**src/rtl/tcr_pkg.sv**
```systemverilog
package tcr_pkg;
  localparam int unsigned TAG_W_DEF  = 3;
  localparam int unsigned TS_W_DEF   = 48;
  localparam int unsigned CORR_W_DEF = 64;
  localparam int unsigned SHIFT_DEF  = 16;
endpackage

```
**src/rtl/tcr_slot.sv**
```systemverilog
module tcr_slot #(
  parameter int unsigned TS_W = 48
) (
  input  logic            clk,
  input  logic            rst_n,
  input  logic            store,
  input  logic            release_i,
  input  logic [TS_W-1:0] store_ts,
  output logic            held,
  output logic [TS_W-1:0] stamp
);
  logic            held_d, held_q;
  logic [TS_W-1:0] stamp_q;

  // store wins over release for the same cycle
  always_comb begin
    held_d = held_q;
    if (release_i) held_d = 1'b0;
    if (store)     held_d = 1'b1;
  end

  always_ff @(posedge clk or negedge rst_n) begin
    if (!rst_n) held_q <= 1'b0;
    else        held_q <= held_d;
  end

  always_ff @(posedge clk) begin
    if (store) stamp_q <= store_ts;
  end

  assign held  = held_q;
  assign stamp = stamp_q;
endmodule

```
**src/rtl/tcr_stamp_table.sv**
```systemverilog
module tcr_stamp_table #(
  parameter int unsigned TAG_W = 3,
  parameter int unsigned TS_W  = 48
) (
  input  logic             clk,
  input  logic             rst_n,
  input  logic             ing_valid,
  input  logic [TAG_W-1:0] ing_tag,
  input  logic [TS_W-1:0]  ing_ts,
  input  logic             egr_valid,
  input  logic [TAG_W-1:0] egr_tag,
  output logic             look_hit,
  output logic [TS_W-1:0]  look_stamp
);
  localparam int unsigned SLOTS = 1 << TAG_W;

  logic [SLOTS-1:0] held_vec;
  logic [TS_W-1:0]  stamp_arr [SLOTS];

  for (genvar i = 0; i < SLOTS; i++) begin : g_slot
    logic store_i, rel_i;
    assign store_i = ing_valid && (ing_tag == TAG_W'(i));
    assign rel_i   = egr_valid && (egr_tag == TAG_W'(i));
    tcr_slot #(.TS_W(TS_W)) u_slot (
      .clk       (clk),
      .rst_n     (rst_n),
      .store     (store_i),
      .release_i (rel_i),
      .store_ts  (ing_ts),
      .held      (held_vec[i]),
      .stamp     (stamp_arr[i])
    );
  end

  // lookup sees the state before this cycle's store
  assign look_hit   = held_vec[egr_tag];
  assign look_stamp = stamp_arr[egr_tag];
endmodule

```
**src/rtl/tcr_corr_stage.sv**
```systemverilog
module tcr_corr_stage #(
  parameter int unsigned TS_W   = 48,
  parameter int unsigned CORR_W = 64,
  parameter int unsigned SHIFT  = 16
) (
  input  logic              clk,
  input  logic              rst_n,
  input  logic              egr_valid,
  input  logic [CORR_W-1:0] egr_corr_in,
  input  logic [TS_W-1:0]   egr_ts,
  input  logic              look_hit,
  input  logic [TS_W-1:0]   look_stamp,
  output logic              out_valid,
  output logic [CORR_W-1:0] out_corr,
  output logic              out_err
);
  localparam int unsigned EXT_W = (TS_W > CORR_W) ? TS_W : CORR_W;

  logic [TS_W-1:0]   resid;
  logic [EXT_W-1:0]  resid_ext;
  logic [CORR_W-1:0] resid_scaled;
  logic              valid_d, err_d, valid_q, err_q;
  logic [CORR_W-1:0] corr_d, corr_q;

  always_comb begin
    resid        = egr_ts - look_stamp;
    resid_ext    = EXT_W'(resid);
    resid_scaled = CORR_W'(resid_ext << SHIFT);
    valid_d      = egr_valid;
    err_d        = egr_valid && !look_hit;
    corr_d       = look_hit ? (egr_corr_in + resid_scaled) : egr_corr_in;
  end

  always_ff @(posedge clk or negedge rst_n) begin
    if (!rst_n) begin
      valid_q <= 1'b0;
      err_q   <= 1'b0;
    end else begin
      valid_q <= valid_d;
      err_q   <= err_d;
    end
  end

  always_ff @(posedge clk) begin
    if (egr_valid) corr_q <= corr_d;
  end

  assign out_valid = valid_q;
  assign out_err   = err_q;
  assign out_corr  = corr_q;
endmodule

```
**src/rtl/tc_residence_corrector.sv**
```systemverilog
module tc_residence_corrector #(
  parameter int unsigned TAG_W  = tcr_pkg::TAG_W_DEF,
  parameter int unsigned TS_W   = tcr_pkg::TS_W_DEF,
  parameter int unsigned CORR_W = tcr_pkg::CORR_W_DEF,
  parameter int unsigned SHIFT  = tcr_pkg::SHIFT_DEF
) (
  input  logic              clk,
  input  logic              rst_n,
  input  logic              ing_valid,
  input  logic [TAG_W-1:0]  ing_tag,
  input  logic [TS_W-1:0]   ing_ts,
  input  logic              egr_valid,
  input  logic [TAG_W-1:0]  egr_tag,
  input  logic [CORR_W-1:0] egr_corr_in,
  input  logic [TS_W-1:0]   egr_ts,
  output logic              out_valid,
  output logic [CORR_W-1:0] out_corr,
  output logic              out_err
);
  logic            look_hit;
  logic [TS_W-1:0] look_stamp;

  tcr_stamp_table #(.TAG_W(TAG_W), .TS_W(TS_W)) u_table (
    .clk        (clk),
    .rst_n      (rst_n),
    .ing_valid  (ing_valid),
    .ing_tag    (ing_tag),
    .ing_ts     (ing_ts),
    .egr_valid  (egr_valid),
    .egr_tag    (egr_tag),
    .look_hit   (look_hit),
    .look_stamp (look_stamp)
  );

  tcr_corr_stage #(.TS_W(TS_W), .CORR_W(CORR_W), .SHIFT(SHIFT)) u_stage (
    .clk         (clk),
    .rst_n       (rst_n),
    .egr_valid   (egr_valid),
    .egr_corr_in (egr_corr_in),
    .egr_ts      (egr_ts),
    .look_hit    (look_hit),
    .look_stamp  (look_stamp),
    .out_valid   (out_valid),
    .out_corr    (out_corr),
    .out_err     (out_err)
  );
endmodule

```
**config.mk**
```make
export PLATFORM = sky130hd
export DESIGN_NAME = tc_residence_corrector
export DESIGN_NICKNAME = d
export VERILOG_FILES = /design/src/rtl/tcr_pkg.sv /design/src/rtl/tcr_slot.sv /design/src/rtl/tcr_stamp_table.sv /design/src/rtl/tcr_corr_stage.sv /design/src/rtl/tc_residence_corrector.sv
export SDC_FILE = /design/constraint.sdc
export NUM_CORES = 1
export LEC_CHECK = 0
export BUFFER_PORTS_ARGS = -buffer_cell sky130_fd_sc_hd__buf_2
export CAP_MARGIN = 15
export CELL_PAD_IN_SITES_DETAIL_PLACEMENT = 1
export CELL_PAD_IN_SITES_GLOBAL_PLACEMENT = 1
export CORE_MARGIN = 1
export CORE_UTILIZATION = 50
export DETAILED_ROUTE_END_ITERATION = 16
export GPL_ROUTABILITY_DRIVEN = 0
export PLACE_DENSITY_LB_ADDON = 0.12
export SLEW_MARGIN = 20
export SYNTH_ARGS = -nofsm -noshare
export SYNTH_HDL_FRONTEND = slang
export SYNTH_HIERARCHICAL = 1
export SYNTH_SLANG_ARGS = --single-unit
```
**constraint.sdc**
```tcl
create_clock -name clk -period 16.3 [get_ports clk]
set_input_delay 0 -clock clk [delete_from_list [all_inputs] [get_ports clk]]
set_output_delay 0 -clock clk [all_outputs]
set_load 0.1 [all_outputs]
```
; Yosys cells after proc, flatten, opt, wreduce, memory -nomap -nowiden
; Index checks and enable logic that the tools add are counted.
[totals]
reg_bits = 458
elab_cells = 88
inputBits = 170
romBits = 0
mem_count = 0
ram_bits = 0
out_inout_bits = 66
latchBits = 0
[op_classes]
n_lt_le_gt_ge = 2
bitwise_logic = 1
n_mul = 0
mux = 22
add_sub_neg = 2
n_shift = 0
div_mod_pow = 0
n_reduce_logical = 28
eq_ne = 14
[op_table]
columns = cell, n
row1 = $bmux W48 S3, 1
row2 = $mux W48, 2
row3 = $add A64 B64 Y64, 1
row4 = $mux W64, 1
row5 = $sub A48 B48 Y48, 1
row6 = $eq A3 B3 Y1 const B, 8
row7 = $logic_and A1 B1 Y1, 17
row8 = $mux W1, 17
row9 = $reduce_bool A2 Y1, 8
row10 = $eq A3 B2 Y1 const B, 4
row11 = $eq A3 B1 Y1 const B, 2
row12 = $logic_not A3 Y1, 2
row13 = $ge A4 B4 Y1 const B, 1
row14 = $lt A3 B4 Y1 const B, 1
row15 = $not A3 Y4, 1
row16 = $bmux W1 S3, 1
row17 = $logic_not A1 Y1, 1

; Longest topological paths before layout
[logic_depth]
word_depth = 7
ltp_mapped = 30
ltp_nobuf = 26

; Cells and area by module
; The synthesis kept the hierarchy.
[modules_own_cells]
columns = mod, cells_each, instances, area_each_um2
row1 = tcr_slot, 51, 8, 1477.7
row2 = tcr_corr_stage, 939, 1, 8062.7
row3 = tcr_stamp_table, 430, 1, 3226.8

; Worst setup path before layout
; No wires, ideal clock.
[synth_timing]
path_type = input to register
startpoint = input port egr_tag[1]
endpoint = register u_stage.corr_q[63] (netlist: u_stage/out_corr[63]), data pin
path_stages = 28
t_arrival_ns = 5.430
path_slack_ns = 10.720
required_time_ns = 16.150
n_path_buf = 4
cell_sequence = buf_4 -> buf_6 -> buf_6 -> mux2i_1 -> a211o_1 -> a21oi_1 -> inv_1 -> ha_1 -> nor2b_1 -> o31a_1 -> o21ai_1 -> a211oi_1 -> o211ai_1 -> nand2_1 -> a2111oi_0 -> nor2_1 -> a311oi_1 -> xnor2_1 -> ha_1 -> clkbuf_1 -> nand2_1 -> o22ai_1 -> nor4_1 -> a21oi_2 -> a221o_1 -> or4_1 -> o2111a_1 -> o211ai_2
[synth_via]
elab_chain_cells = 7
[synth_lines]
columns = element, line_no
row1 = "start, declared", tc_residence_corrector.sv:13  ; input logic [TAG_W-1:0] egr_tag,
row2 = $not A3 Y4 (not written as such), tcr_stamp_table.sv:37  ; assign look_stamp = stamp_arr[egr_tag];
row3 = $bmux W48 S3, tcr_stamp_table.sv:37
row4 = $mux W48 (not written as such) (2 in a row), tcr_stamp_table.sv:37
row5 = net look_stamp[1], tc_residence_corrector.sv:21  ; logic [TS_W-1:0] look_stamp;
row6 = $sub A48 B48 Y48, tcr_corr_stage.sv:26  ; resid = egr_ts - look_stamp;
row7 = $add A64 B64 Y64, tcr_corr_stage.sv:31  ; corr_d = look_hit ? (egr_corr_in + resid_scaled) : egr_corr_in;
row8 = $mux W64, tcr_corr_stage.sv:31
row9 = net u_stage.corr_d[63], tcr_corr_stage.sv:23  ; logic [CORR_W-1:0] corr_d, corr_q;
row10 = "end signal, assigned", tcr_corr_stage.sv:45  ; if (egr_valid) corr_q <= corr_d;
row11 = "end, declared", tcr_corr_stage.sv:23
; The timed path passes the listed nets, and every way through them passes these cells. The select of a mux whose other input is x is not followed.
; A chain may end at the register's enable or synchronous reset.

; Worst setup path after layout
[layout_timing]
startpoint = input port egr_tag[1]
endpoint = register u_stage.corr_q[62] (netlist: u_stage/out_corr[62]), data pin
; Same word-level chain as after synthesis.

==> flow_metrics.env <==
export IMPL_dieArea_mm2=0.0471
export IMPL_rows=78
export IMPL_drv_slew=0
export IMPL_synthAdderAreaFrac_pct=5.59
export IMPL_path_class="in -> reg"
export IMPL_crit_start="egr_tag[1]"
export IMPL_portBuffers=235
export IMPL_hold_ws_ns=0.0478
export IMPL_viasPerCell=6.01
export IMPL_synthesis_nets=2049
export IMPL_hold_path_startpoint="ing_tag[2]"
export IMPL_worstPathRequired_ns=16.64
export IMPL_tns_ns=0
export IMPL_vdd_drop_max_uv=116
export IMPL_ys_async_sr_fraction_pct=2.18
export IMPL_routedWlPerCell_um=24.6
export IMPL_finClkSkew_ns=0.0197
export IMPL_drtPass1Iterations=5
export IMPL_yosysWarnings=6
export IMPL_regToRegEndpoint="u_stage/out_corr[62]$_DFFE_PP_"
export IMPL_grtUsageTotal_pct=28.8
export IMPL_worst_pin_slew_ns=1.16
export IMPL_worstPathArrival_ns=7.78
export IMPL_max_cap_violations=0
export IMPL_synth_compound_area_share_pct=15.0
export IMPL_die_w_um=217
export IMPL_ys_seq_area_share_pct=59.3
export IMPL_reg2reg_slack_ns=9.79
export IMPL_clk_latency_ns=0.60
export IMPL_dp_hpwl_mm=43.9
export IMPL_grt_pass1_wl_mm=103
export IMPL_via_count=16600
export IMPL_overflow=0
export IMPL_r2r_start="u_table/g_slot[1].u_slot/stamp[7]$_DFFE_PP_"
export IMPL_antenna_found_initial=5
export IMPL_drive_gt1_share_pct=21.6
export IMPL_muxShareOfSynthArea_pct=7.16
export IMPL_hold_depth=3
export IMPL_rsz0062_at_grt="false"
export IMPL_clk_pin_slew_ns=0.06
export IMPL_cp_start_kind="input port"
export IMPL_report_final_hold_viol_count=0
export IMPL_die_y_um=217
export IMPL_fillers=4523
export IMPL_nNetsFinal=2385
export IMPL_root_buffer="clkbuf_16"
export IMPL_ys_ff_latch=458
export IMPL_grt_max_degree=73
export IMPL_grt_pass1_vias=17800
export IMPL_max_freq_mhz=134
export IMPL_hp_class="in -> reg"
export IMPL_io_pins=236
export IMPL_drc_errors=0
export IMPL_cts_tree="yes"
export IMPL_drt_iter0_markers=1037
export IMPL_power_density_mw_per_mm2=134
export IMPL_synth_top_family_by_area="compound AO/OA/AOI/OAI gates"
export IMPL_post_route_period_util_pct=45.6
export IMPL_synth_cells=1777
export IMPL_worstSetupEndpointType="flop"
export IMPL_synth_edf_count=448
export IMPL_htreeDepth=2
export IMPL_drt_wl_total_mm=67.9
export IMPL_critPathMaxFanout=56
export IMPL_cts_inserted_buffers=49
export IMPL_synthXorXnorAreaFrac_pct=3.15
export IMPL_yosys_area_share_simple_pct=6.50
export IMPL_area_delta_synth_final_pct=19.4
export IMPL_p_leak_uw=0.0105
export IMPL_ff2ff_path_depth=25
export IMPL_avgSynthCellArea_um2=13.0
export IMPL_synth_flop_cell="edfxtp_1"
export IMPL_ys_types=73
export IMPL_postCtsSetupBuffers=0
export IMPL_setup_viol=0
export IMPL_cts_sinks=458
export IMPL_syn_area_mm2=0.0231
export IMPL_clockBufferDepth=3
export IMPL_timing_slew_headroom_pct=22.5
export IMPL_coreArea_mm2=0.0455
export IMPL_status="completed"
export IMPL_period_needed_ns=7.44
export IMPL_drtAntennaViolNets=0
export IMPL_holdPathEnd="u_table/g_slot[0].u_slot/stamp[22]$_DFFE_PP_"
export IMPL_start_util_pct=50.8
placed cells by master, fill, tap and decap left out, types with 10 or more instances in the layout:
cell	instances
ha_1	100
dlygate4sd3_1	116
buf_2	232
o21bai_1	14
a211o_1	40
clkinv_1	10
o221ai_1	40
a21oi_1	128
o211ai_1	12
dfrtp_1	10
xnor2_1	49
edfxtp_1	448
a21o_1	63
o22ai_1	55
nand2_1	74
inv_1	88
nor2b_1	14
nor3_1	52
nor2_1	63
buf_4	23
xor2_1	34
a211oi_1	15
a221oi_1	11
nand2b_1	13
nand3_1	18
clkinv_2	11
clkbuf_16	49
nand4_1	23
o21ai_0	52
mux2_2	102
mux2i_1	46
worst max-delay path by stage:
stage          cells past startpoint  slack, ns                        endpoint
2_1_floorplan                     28      10.72  u_stage/out_corr[63]$_DFFE_PP_
3_3_place_gp                      25       8.74  u_stage/out_corr[62]$_DFFE_PP_
3_5_place_dp                      25       8.45  u_stage/out_corr[62]$_DFFE_PP_
4_1_cts                           28       9.10  u_stage/out_corr[63]$_DFFE_PP_
5_1_grt                           27       8.39  u_stage/out_corr[62]$_DFFE_PP_
6_report                          25       8.86  u_stage/out_corr[62]$_DFFE_PP_
synthesized netlist by cell type, drive strengths merged (4+ instances only):
| cell type | n | area, µm² |
|---|---|---|
| edfxtp | 448 | 13500 |
| mux2 | 102 | 1150 |
| a211oi | 15 | 113 |
| nand2 | 75 | 284 |
| nor2 | 70 | 265 |
| clkbuf | 45 | 169 |
| or2 | 7 | 43.8 |
| o21bai | 14 | 105 |
| o211ai | 13 | 103 |
| nor4 | 6 | 37.5 |
| nand4 | 23 | 144 |
| ha | 100 | 1250 |
| a211o | 40 | 350 |
| o31ai | 7 | 71.3 |
| o21ai | 57 | 289 |
| or3 | 5 | 31.3 |
| xnor2 | 49 | 429 |
| o221ai | 40 | 350 |
| inv | 88 | 330 |
| nor3 | 54 | 270 |
| nand2b | 13 | 81.3 |
| nor2b | 14 | 87.6 |
| buf | 42 | 272 |
| and3 | 5 | 31.3 |
| o32ai | 7 | 61.3 |
| a21oi | 132 | 672 |
| and2 | 6 | 37.5 |
| o22ai | 55 | 344 |
| a221oi | 11 | 96.3 |
| o21a | 5 | 37.5 |
| dfrtp | 10 | 250 |
| a21o | 63 | 473 |
| mux2i | 46 | 460 |
| xor2 | 34 | 298 |
| a31oi | 7 | 43.8 |
| nand3 | 18 | 90.1 |
| a21boi | 4 | 30.0 |
cell type report:
cell class / count / area [µm²] / share of cell area (%)
timing repair buffer: 372 / 2510 / 9.08
antenna: 5 / 12.5 / 0.0453
tap: 600 / 751 / 2.72
multi-input combinational: 1143 / 8700 / 31.5
inverter: 89 / 334 / 1.21
sequential: 458 / 13700 / 49.7
clock inverter: 33 / 332 / 1.20
clock buffer: 56 / 1250 / 4.54
layer usage:
metal  vias up  global-route usage, %  wire length, µm
li1       7621                      -                -
met1      8343                   36.8            28600
met2       487                   49.5            33900
met3       121                   4.61             3470
met4         0                   10.1             1900
met5         -                      0                0
power by group:
| group | switching (µW) | total (µW) | leakage [µW] | internal, µW |
|---|---|---|---|---|
| clock | 468 | 1100 | 0.000763 | 633 |
| sequential | 22.0 | 1410 | 0.00423 | 1390 |
| combinational | 790 | 1180 | 0.00553 | 391 |
per-stage QoR:
stage          util, %  std cells  cell area [µm²]  power (µW)  worst slack [ns]
2_1_floorplan        -       1777            23100        2310             10.72
3_3_place_gp      54.6       2546            24800        2540              8.74
3_5_place_dp      54.6       2546            24800        2570              8.45
4_1_cts           60.6       2751            27600        3700              9.10
5_1_grt           60.7       2756            27600        3830              8.39
6_report          60.7       2756            27600        3690              8.86
registers in the layout, indices dropped and copies added, names as in the netlist:
name	cells
u_table/g_slot.u_slot/stamp	384
u_stage/out_corr	64
u_table/g_slot.u_slot/held	8
u_stage/out_err	1
u_stage/out_valid	1
worst max-delay path, stage by stage:
cell	delay, ns
buf_6	0.28
buf_4	0.69
nand2b_1	0.83
o221ai_1	0.48
a21oi_1	0.12
ha_1	0.23
fa_1	0.41
nor2b_1	0.12
o21ai_0	0.12
a21oi_1	0.29
o21ai_0	0.17
a221oi_1	0.49
a211oi_1	0.20
xnor2_1	0.18
ha_1	0.36
nand2_1	0.13
nor4_1	0.44
nand3_1	0.13
a21oi_1	0.31
o21ai_0	0.26
o31a_1	0.42
nor4_1	0.51
a21oi_1	0.10
xnor2_1	0.15
mux2_2	0.26
logic make-up (layout without fill, tap and decap cells):
group / after synthesis / in the layout
mux: 150 / 150
xor+xnor: 83 / 83
compound gates: 500 / 500
fa+ha+maj: 102 / 102
simple gates: 308 / 308
flops: 458 / 458
buf+inv: 176 / 550
other cells: 0 / 5
timing repair:
| action | 4_1_cts | 5_1_grt |
|---|---|---|
| endpoints found under the setup margin | 0 | 0 |
| gates resized for setup | 0 | 0 |
| hold buffers | 116 | 0 |
| endpoints found under the hold margin | 488 | 0 |
No activity file was read; power rests on OpenSTA's default activity.
